File: config.mk
export PLATFORM = sky130hd
export DESIGN_NAME = irq_msg_aggregator
export DESIGN_NICKNAME = d
export VERILOG_FILES = /design/src/rtl/irqagg_pkg.sv /design/src/rtl/irqagg_edge.sv /design/src/rtl/irqagg_prio.sv /design/src/rtl/irqagg_msgq.sv /design/src/rtl/irqagg_regs.sv /design/src/rtl/irq_msg_aggregator.sv
export SDC_FILE = /design/constraint.sdc
export NUM_CORES = 1
export LEC_CHECK = 0
export CORE_MARGIN = 2
export CORE_UTILIZATION = 40
export CTS_CLUSTER_DIAMETER = 50
export DETAILED_ROUTE_END_ITERATION = 8
export PLACE_DENSITY_LB_ADDON = 0.3
export SYNTH_ARGS = -nofsm -noshare
export SYNTH_HDL_FRONTEND = slang
export SYNTH_SLANG_ARGS = --single-unit
export TNS_END_PERCENT = 50
File: constraint.sdc
create_clock -name clk -period 7.9 [get_ports clk]
set_input_delay 1.58 -clock clk [delete_from_list [all_inputs] [get_ports clk]]
set_output_delay 1.58 -clock clk [all_outputs]
set_load 0.02 [all_outputs]
File: src/rtl/irqagg_pkg.sv
package irqagg_pkg;

  localparam int REG_W    = 32;
  localparam int OFF_REQ  = 'h00;
  localparam int OFF_MASK = 'h04;
  localparam int OFF_PEND = 'h08;
  localparam int OFF_CTRL = 'h0C;
  localparam int OFF_ADDR = 'h10;
  localparam logic [REG_W-1:0] ADDR_RESET = 32'hFFFB_0003;

  typedef enum logic [2:0] {
    SEL_REQ,
    SEL_MASK,
    SEL_PEND,
    SEL_CTRL,
    SEL_ADDR,
    SEL_NONE
  } reg_sel_e;

  // Big-endian lane mask: byte at offset k lives on bits [31-8k -: 8].
  function automatic logic [REG_W-1:0] lane_bits(input logic [1:0] off,
                                                 input logic [1:0] size);
    logic [REG_W-1:0] m;
    int nb;
    m  = '0;
    nb = (size == 2'd0) ? 1 : ((size == 2'd1) ? 2 : 4);
    for (int k = 0; k < 4; k++) begin
      if (k >= int'(off) && k < int'(off) + nb) m[31-8*k -: 8] = 8'hFF;
    end
    return m;
  endfunction

  function automatic logic size_legal(input logic [1:0] off,
                                      input logic [1:0] size);
    case (size)
      2'd0:    return 1'b1;
      2'd1:    return (off[0] == 1'b0);
      2'd2:    return (off == 2'd0);
      default: return 1'b0;
    endcase
  endfunction

endpackage

File: src/rtl/irqagg_edge.sv
module irqagg_edge #(
  parameter int NUM_LINES = 16
) (
  input  logic                 clk,
  input  logic                 rst,
  input  logic [NUM_LINES-1:0] irq_in,
  output logic [NUM_LINES-1:0] rise_o
);

  logic [NUM_LINES-1:0] prev_q;

  for (genvar i = 0; i < NUM_LINES; i++) begin : g_line
    always_ff @(posedge clk) begin
      if (rst) prev_q[i] <= 1'b0;
      else     prev_q[i] <= irq_in[i];
    end
    assign rise_o[i] = irq_in[i] & ~prev_q[i];
  end

endmodule

File: src/rtl/irqagg_prio.sv
module irqagg_prio #(
  parameter int NUM_LINES = 16
) (
  input  logic [NUM_LINES-1:0] req_i,
  output logic [NUM_LINES-1:0] grant_o,
  output logic                 any_o
);

  logic [NUM_LINES:0] below;

  assign below[0] = 1'b0;
  for (genvar i = 0; i < NUM_LINES; i++) begin : g_pick
    assign grant_o[i]  = req_i[i] & ~below[i];
    assign below[i+1]  = below[i] | req_i[i];
  end
  assign any_o = below[NUM_LINES];

endmodule

File: src/rtl/irqagg_msgq.sv
module irqagg_msgq import irqagg_pkg::*; #(
  parameter int NUM_LINES = 16
) (
  input  logic                 clk,
  input  logic                 rst,
  input  logic [NUM_LINES-1:0] event_i,
  input  logic [REG_W-1:0]     target_i,
  input  logic                 msg_ready,
  output logic                 msg_valid,
  output logic [REG_W-1:0]     msg_addr,
  output logic [REG_W-1:0]     msg_data
);

  logic [NUM_LINES-1:0] wait_q;
  logic [NUM_LINES-1:0] grant;
  logic                 any_wait;
  logic                 load;

  irqagg_prio #(.NUM_LINES(NUM_LINES)) u_prio (
    .req_i   (wait_q),
    .grant_o (grant),
    .any_o   (any_wait)
  );

  assign load = any_wait && (!msg_valid || msg_ready);

  always_ff @(posedge clk) begin
    if (rst) begin
      wait_q    <= '0;
      msg_valid <= 1'b0;
      msg_addr  <= '0;
      msg_data  <= '0;
    end else begin
      // A fresh edge on the line being loaded survives as a new entry.
      wait_q <= (wait_q & ~(load ? grant : '0)) | event_i;
      if (load) begin
        msg_valid <= 1'b1;
        msg_addr  <= {target_i[REG_W-1:5], 5'b0};
        msg_data  <= {{(REG_W-5){1'b0}}, target_i[4:0]};
      end else if (msg_ready) begin
        msg_valid <= 1'b0;
      end
    end
  end

endmodule

File: src/rtl/irqagg_regs.sv
module irqagg_regs import irqagg_pkg::*; #(
  parameter int NUM_LINES = 16,
  parameter int AW        = 8,
  parameter int BERR_BIT  = 0
) (
  input  logic                 clk,
  input  logic                 rst,
  input  logic [NUM_LINES-1:0] rise_i,
  input  logic                 host_sel,
  input  logic                 host_wr,
  input  logic [AW-1:0]        host_addr,
  input  logic [1:0]           host_size,
  input  logic [REG_W-1:0]     host_wdata,
  output logic                 host_ack,
  output logic                 host_err,
  output logic [REG_W-1:0]     host_rdata,
  output logic [NUM_LINES-1:0] mask_lines_o,
  output logic [REG_W-1:0]     target_o,
  output logic                 berr_o,
  output logic                 guest_err_o
);

  localparam logic [REG_W-1:0] LINE_BITS = {REG_W{1'b1}} >> (REG_W - NUM_LINES);

  logic [REG_W-1:0]     mask_q;
  logic [REG_W-1:0]     addr_q;
  logic                 berr_q;
  logic [NUM_LINES-1:0] pend_q;
  logic [NUM_LINES-1:0] req_q;
  logic                 gerr_q;

  reg_sel_e         sel;
  logic [AW-1:0]    word_addr;
  logic [REG_W-1:0] lmask;
  logic             acc_ok;
  logic             wr_ok;
  logic [REG_W-1:0] rd_val;
  logic [REG_W-1:0] mask_n;
  logic [REG_W-1:0] addr_n;
  logic [REG_W-1:0] ctrl_n;

  assign word_addr = {host_addr[AW-1:2], 2'b00};

  always_comb begin
    if      (word_addr == AW'(OFF_REQ))  sel = SEL_REQ;
    else if (word_addr == AW'(OFF_MASK)) sel = SEL_MASK;
    else if (word_addr == AW'(OFF_PEND)) sel = SEL_PEND;
    else if (word_addr == AW'(OFF_CTRL)) sel = SEL_CTRL;
    else if (word_addr == AW'(OFF_ADDR)) sel = SEL_ADDR;
    else                                 sel = SEL_NONE;
  end

  assign lmask  = lane_bits(host_addr[1:0], host_size);
  assign acc_ok = host_sel && size_legal(host_addr[1:0], host_size) && (sel != SEL_NONE);
  assign wr_ok  = acc_ok && host_wr;

  assign mask_n = (mask_q & ~lmask) | (host_wdata & lmask);
  assign addr_n = (addr_q & ~lmask) | (host_wdata & lmask);
  assign ctrl_n = host_wdata & lmask;

  always_comb begin
    case (sel)
      SEL_REQ:  rd_val = REG_W'(req_q);
      SEL_MASK: rd_val = mask_q;
      SEL_PEND: rd_val = REG_W'(pend_q);
      SEL_CTRL: rd_val = REG_W'(berr_q) << BERR_BIT;
      SEL_ADDR: rd_val = addr_q;
      default:  rd_val = '0;
    endcase
  end

  always_ff @(posedge clk) begin
    if (rst) begin
      mask_q     <= '0;
      addr_q     <= ADDR_RESET;
      berr_q     <= 1'b0;
      pend_q     <= '0;
      req_q      <= '0;
      gerr_q     <= 1'b0;
      host_ack   <= 1'b0;
      host_err   <= 1'b0;
      host_rdata <= '0;
    end else begin
      host_ack   <= host_sel;
      host_err   <= host_sel && !acc_ok;
      host_rdata <= (acc_ok && !host_wr) ? (rd_val & lmask) : '0;

      if (wr_ok && sel == SEL_MASK) begin
        mask_q <= mask_n;
        if (((mask_n & ~LINE_BITS) != '0) && (mask_n != {REG_W{1'b1}}))
          gerr_q <= 1'b1;
      end
      if (wr_ok && sel == SEL_ADDR) addr_q <= addr_n;
      if (wr_ok && sel == SEL_CTRL && lmask[BERR_BIT]) berr_q <= ctrl_n[BERR_BIT];

      pend_q <= ((acc_ok && sel == SEL_PEND) ? '0 : pend_q) | rise_i;
      req_q  <= req_q | (rise_i & mask_q[NUM_LINES-1:0]);
    end
  end

  assign mask_lines_o = mask_q[NUM_LINES-1:0];
  assign target_o     = addr_q;
  assign berr_o       = berr_q;
  assign guest_err_o  = gerr_q;

endmodule

File: src/rtl/irq_msg_aggregator.sv
module irq_msg_aggregator import irqagg_pkg::*; #(
  parameter int NUM_LINES = 16,
  parameter int AW        = 8,
  parameter int BERR_BIT  = 0
) (
  input  logic                 clk,
  input  logic                 rst,
  input  logic [NUM_LINES-1:0] irq_in,
  input  logic                 host_sel,
  input  logic                 host_wr,
  input  logic [AW-1:0]        host_addr,
  input  logic [1:0]           host_size,
  input  logic [31:0]          host_wdata,
  output logic                 host_ack,
  output logic                 host_err,
  output logic [31:0]          host_rdata,
  output logic                 msg_valid,
  input  logic                 msg_ready,
  output logic [31:0]          msg_addr,
  output logic [31:0]          msg_data,
  output logic                 guest_err
);

  logic [NUM_LINES-1:0] rise;
  logic [NUM_LINES-1:0] mask_lines;
  logic [NUM_LINES-1:0] deliver;
  logic [REG_W-1:0]     target;
  logic                 berr;

  irqagg_edge #(.NUM_LINES(NUM_LINES)) u_edge (
    .clk    (clk),
    .rst    (rst),
    .irq_in (irq_in),
    .rise_o (rise)
  );

  irqagg_regs #(
    .NUM_LINES (NUM_LINES),
    .AW        (AW),
    .BERR_BIT  (BERR_BIT)
  ) u_regs (
    .clk          (clk),
    .rst          (rst),
    .rise_i       (rise),
    .host_sel     (host_sel),
    .host_wr      (host_wr),
    .host_addr    (host_addr),
    .host_size    (host_size),
    .host_wdata   (host_wdata),
    .host_ack     (host_ack),
    .host_err     (host_err),
    .host_rdata   (host_rdata),
    .mask_lines_o (mask_lines),
    .target_o     (target),
    .berr_o       (berr),
    .guest_err_o  (guest_err)
  );

  assign deliver = rise & mask_lines & {NUM_LINES{~berr}};

  irqagg_msgq #(.NUM_LINES(NUM_LINES)) u_msgq (
    .clk       (clk),
    .rst       (rst),
    .event_i   (deliver),
    .target_i  (target),
    .msg_ready (msg_ready),
    .msg_valid (msg_valid),
    .msg_addr  (msg_addr),
    .msg_data  (msg_data)
  );

endmodule

==> metrics.txt <==
dominant cell type by area after synthesis dfxtp_1; leakage power about 3.3 nW; WL per Instance 17.2 um; post-synthesis mux area share 0.0142; final-report hold violation count 0; Critical Path AT between 4 and 5 ns; Area Growth Syn to Fin 25.7%; Synth Area in Compound Gates 0.210; # fillers approximately 1900; vias in the first global route 6349; Worst-Skew Late Latency about 0.44 ns; Clock Power Share 0.468; CTS buffer count 17; pwr dens ~220 nW/um^2; reg2reg end u_msgq.msg_data[0]; Post-synth top flop dfxtp_1; area of the multi-input gates 3510 sq um; CTS tree yes; Vias/cell approximately 5.5; end point of the critical path u_regs.guest_err_o; Finished Cell Area around 10000 sq um; die footprint 20800 sq um; HP Class reg -> reg; Synth Area in Simple Gates 0.199; total clock sinks 197; Synth Instances 893; ys async rst share 0; Area after DPL 9200 sq um; worst-margin pin slew between 1 and 1.5 ns; placer's final routability congestion estimate 0.819; Core Util, Final 0.509; initial antenna violation count 0; Ys Warns 0; endpoints failing setup 0; Comb pwr share 0.059; CP Max Fanout 19; total power around 0.0021 W; Yosys reg bits around 200; CTS H-tree lvls 4; Synth area leaders dfxtp_1, a21oi_1, a22oi_1; switching power around 0.00046 W; initial DRC count 771; period utilization 0.562; final setup skew around 0.011 ns; main combinational cell family by area after synthesis compound AO/OA/AOI/OAI gates; RR Startpoint u_msgq.wait_q[0]; I/O Buffers 130; root buf cell clkbuf_16; max-cap violation count 0; register area share after synthesis 0.502; wirelength, routed ~22 mm; VDD IR-drop max between 0.1 and 0.15 mV; Startpoint Class primary input; Setup Buffers After CTS 0; Clock Tree Buf Depth 2; critical path class in -> reg; fin nets around 1100; status complete, no violations; Crit. End Element flop; Setup TNS Final 0 ns; RSZ-0062 raised after global routing no; Data required, critical path 8.25 ns; layout cells sized above 1 0.0527; Slew HR 0.293; Slew Limit Fails 0; reg2reg path depth 5; Ant. Diodes 0; Reg area ~4000 sq um; largest net degree at the start of global routing 85; Netlist cell types 54; number of remaining DRC errors 0; DP Wirelength ~14 mm; ANT nets after route 0; Post-synth EDFFs 0; total gr overflow 0; first-pass GRT wire length approximately 34 mm; Reg power frac 0.472; post-CTS resize count 0; Initial Util 0.405; fmax between 0.2 and 0.25 GHz; Die Wd 144 um; internal power ~0.0017 W; drt pass-1 iters 6; via count 6930; top-level I/O count roughly 160; Post-Synth XOR/XNOR Area 0; reg-to-reg slack, setup 5.76 ns; Mapped Area 7860 sq um; crit path from host_size[1]; Synth top area share 0.502; Tot GR Track Use 0.208; CORE AREA 19400 sq um; Post-synth top cells dfxtp_1, a21oi_1, nand2_1; syn_area_per_cell 8.80 sq um; Tmin final between 4 and 5 ns; Post-Synth Adder-Cell Area 0.00573; Post-CTS Hold Fix Bufs 0; Net Sw Frac 0.217; Rows 51; most common cell in the netlist dfxtp_1; Reg clk slew, reported paths approximately 0.06 ns; Hold Slack approximately 0.46 ns; die height 144 um
-- critical path, stage by stage --
cell and delay, ns:
clkdlybuf4s50_1 0.64, nor2_1 0.08, ha_1 0.23, fa_1 0.45
o22ai_2 0.64, a22o_1 0.59, mux2_2 0.40, a211oi_1 0.19
-- worst min path at each step --
stage,startpoint,endpoint,cells past startpoint
floorplan,u_regs.req_q[9],u_regs.req_q[9],2
global placement,u_regs.req_q[9],u_regs.req_q[9],2
detailed placement,u_regs.req_q[9],u_regs.req_q[9],2
CTS,u_regs.req_q[9],u_regs.req_q[9],2
global route,u_msgq.msg_addr[14],u_msgq.msg_addr[14],2
finish,u_msgq.msg_addr[5],u_msgq.msg_addr[5],2
-- per-stage QoR --
stage / std cells / setup slack [ns]
after floorplan: 924 / 4.01
after global placement: 1241 / 3.12
after detailed placement: 1241 / 3.01
after CTS: 1271 / 3.46
after global routing: 1271 / 3.23
final: 1271 / 3.46
-- power groups by stage --
stage	Combinational [W]	Clock, W	Sequential, W
6_report	0.000127	0.00100	0.00101
2_1_floorplan	0.0000781	0	0.00103
5_1_grt	0.000137	0.00106	0.00101
4_1_cts	0.000126	0.00102	0.00101
3_3_place_gp	0.000124	0	0.00103
3_5_place_dp	0.000125	0	0.00103
-- cell type report --
cell class,instances,area share
Timing Repair Buffer,139,0.138
Multi-Input combinational cell,628,0.355
Clock buffer,17,0.0431
Inverter,12,0.00456
Clock inverter,13,0.0255
Tap cell,265,0.0336
Sequential cell,197,0.399
-- cell families after synthesis --
| group | Yosys count |
|---|---|
| buffers and inverters | 99 |
| flip-flops | 197 |
| AO/OA/AOI/OAI | 270 |
| other | 1 |
| adder cells (fa/ha/maj) | 3 |
| AND/OR/NAND/NOR | 312 |
| multiplexers | 11 |
-- metal layers --
metal  track usage  wire [um]  up-vias
li1              -          -     3356
met1         0.285       9910     3304
met2         0.331      10200      244
met3        0.0358       1340       26
met4        0.0772        381        0
met5             0          0        -
-- cells in the final DEF, fill, tap and decap left out, types with 8 or more instances in the layout --
| cell type | synthesis | layout |
|---|---|---|
| a211o_1 | 17 | 17 |
| a21oi_1 | 115 | 115 |
| a22oi_1 | 55 | 55 |
| and3_1 | 8 | 8 |
| buf_4 | 35 | 10 |
| clkbuf_16 | 0 | 17 |
| clkdlybuf4s50_1 | 0 | 129 |
| conb_1 | 1 | 32 |
| dfxtp_1 | 197 | 197 |
| inv_1 | 12 | 12 |
| mux2i_1 | 10 | 10 |
| nand2_1 | 81 | 81 |
| nand3_1 | 41 | 41 |
| nand4_1 | 28 | 28 |
| nor2_1 | 73 | 73 |
| nor2b_1 | 37 | 37 |
| nor3_1 | 9 | 9 |
| nor4_1 | 12 | 12 |
| o21ai_0 | 48 | 48 |
Power figures use the tool's default switching activity.
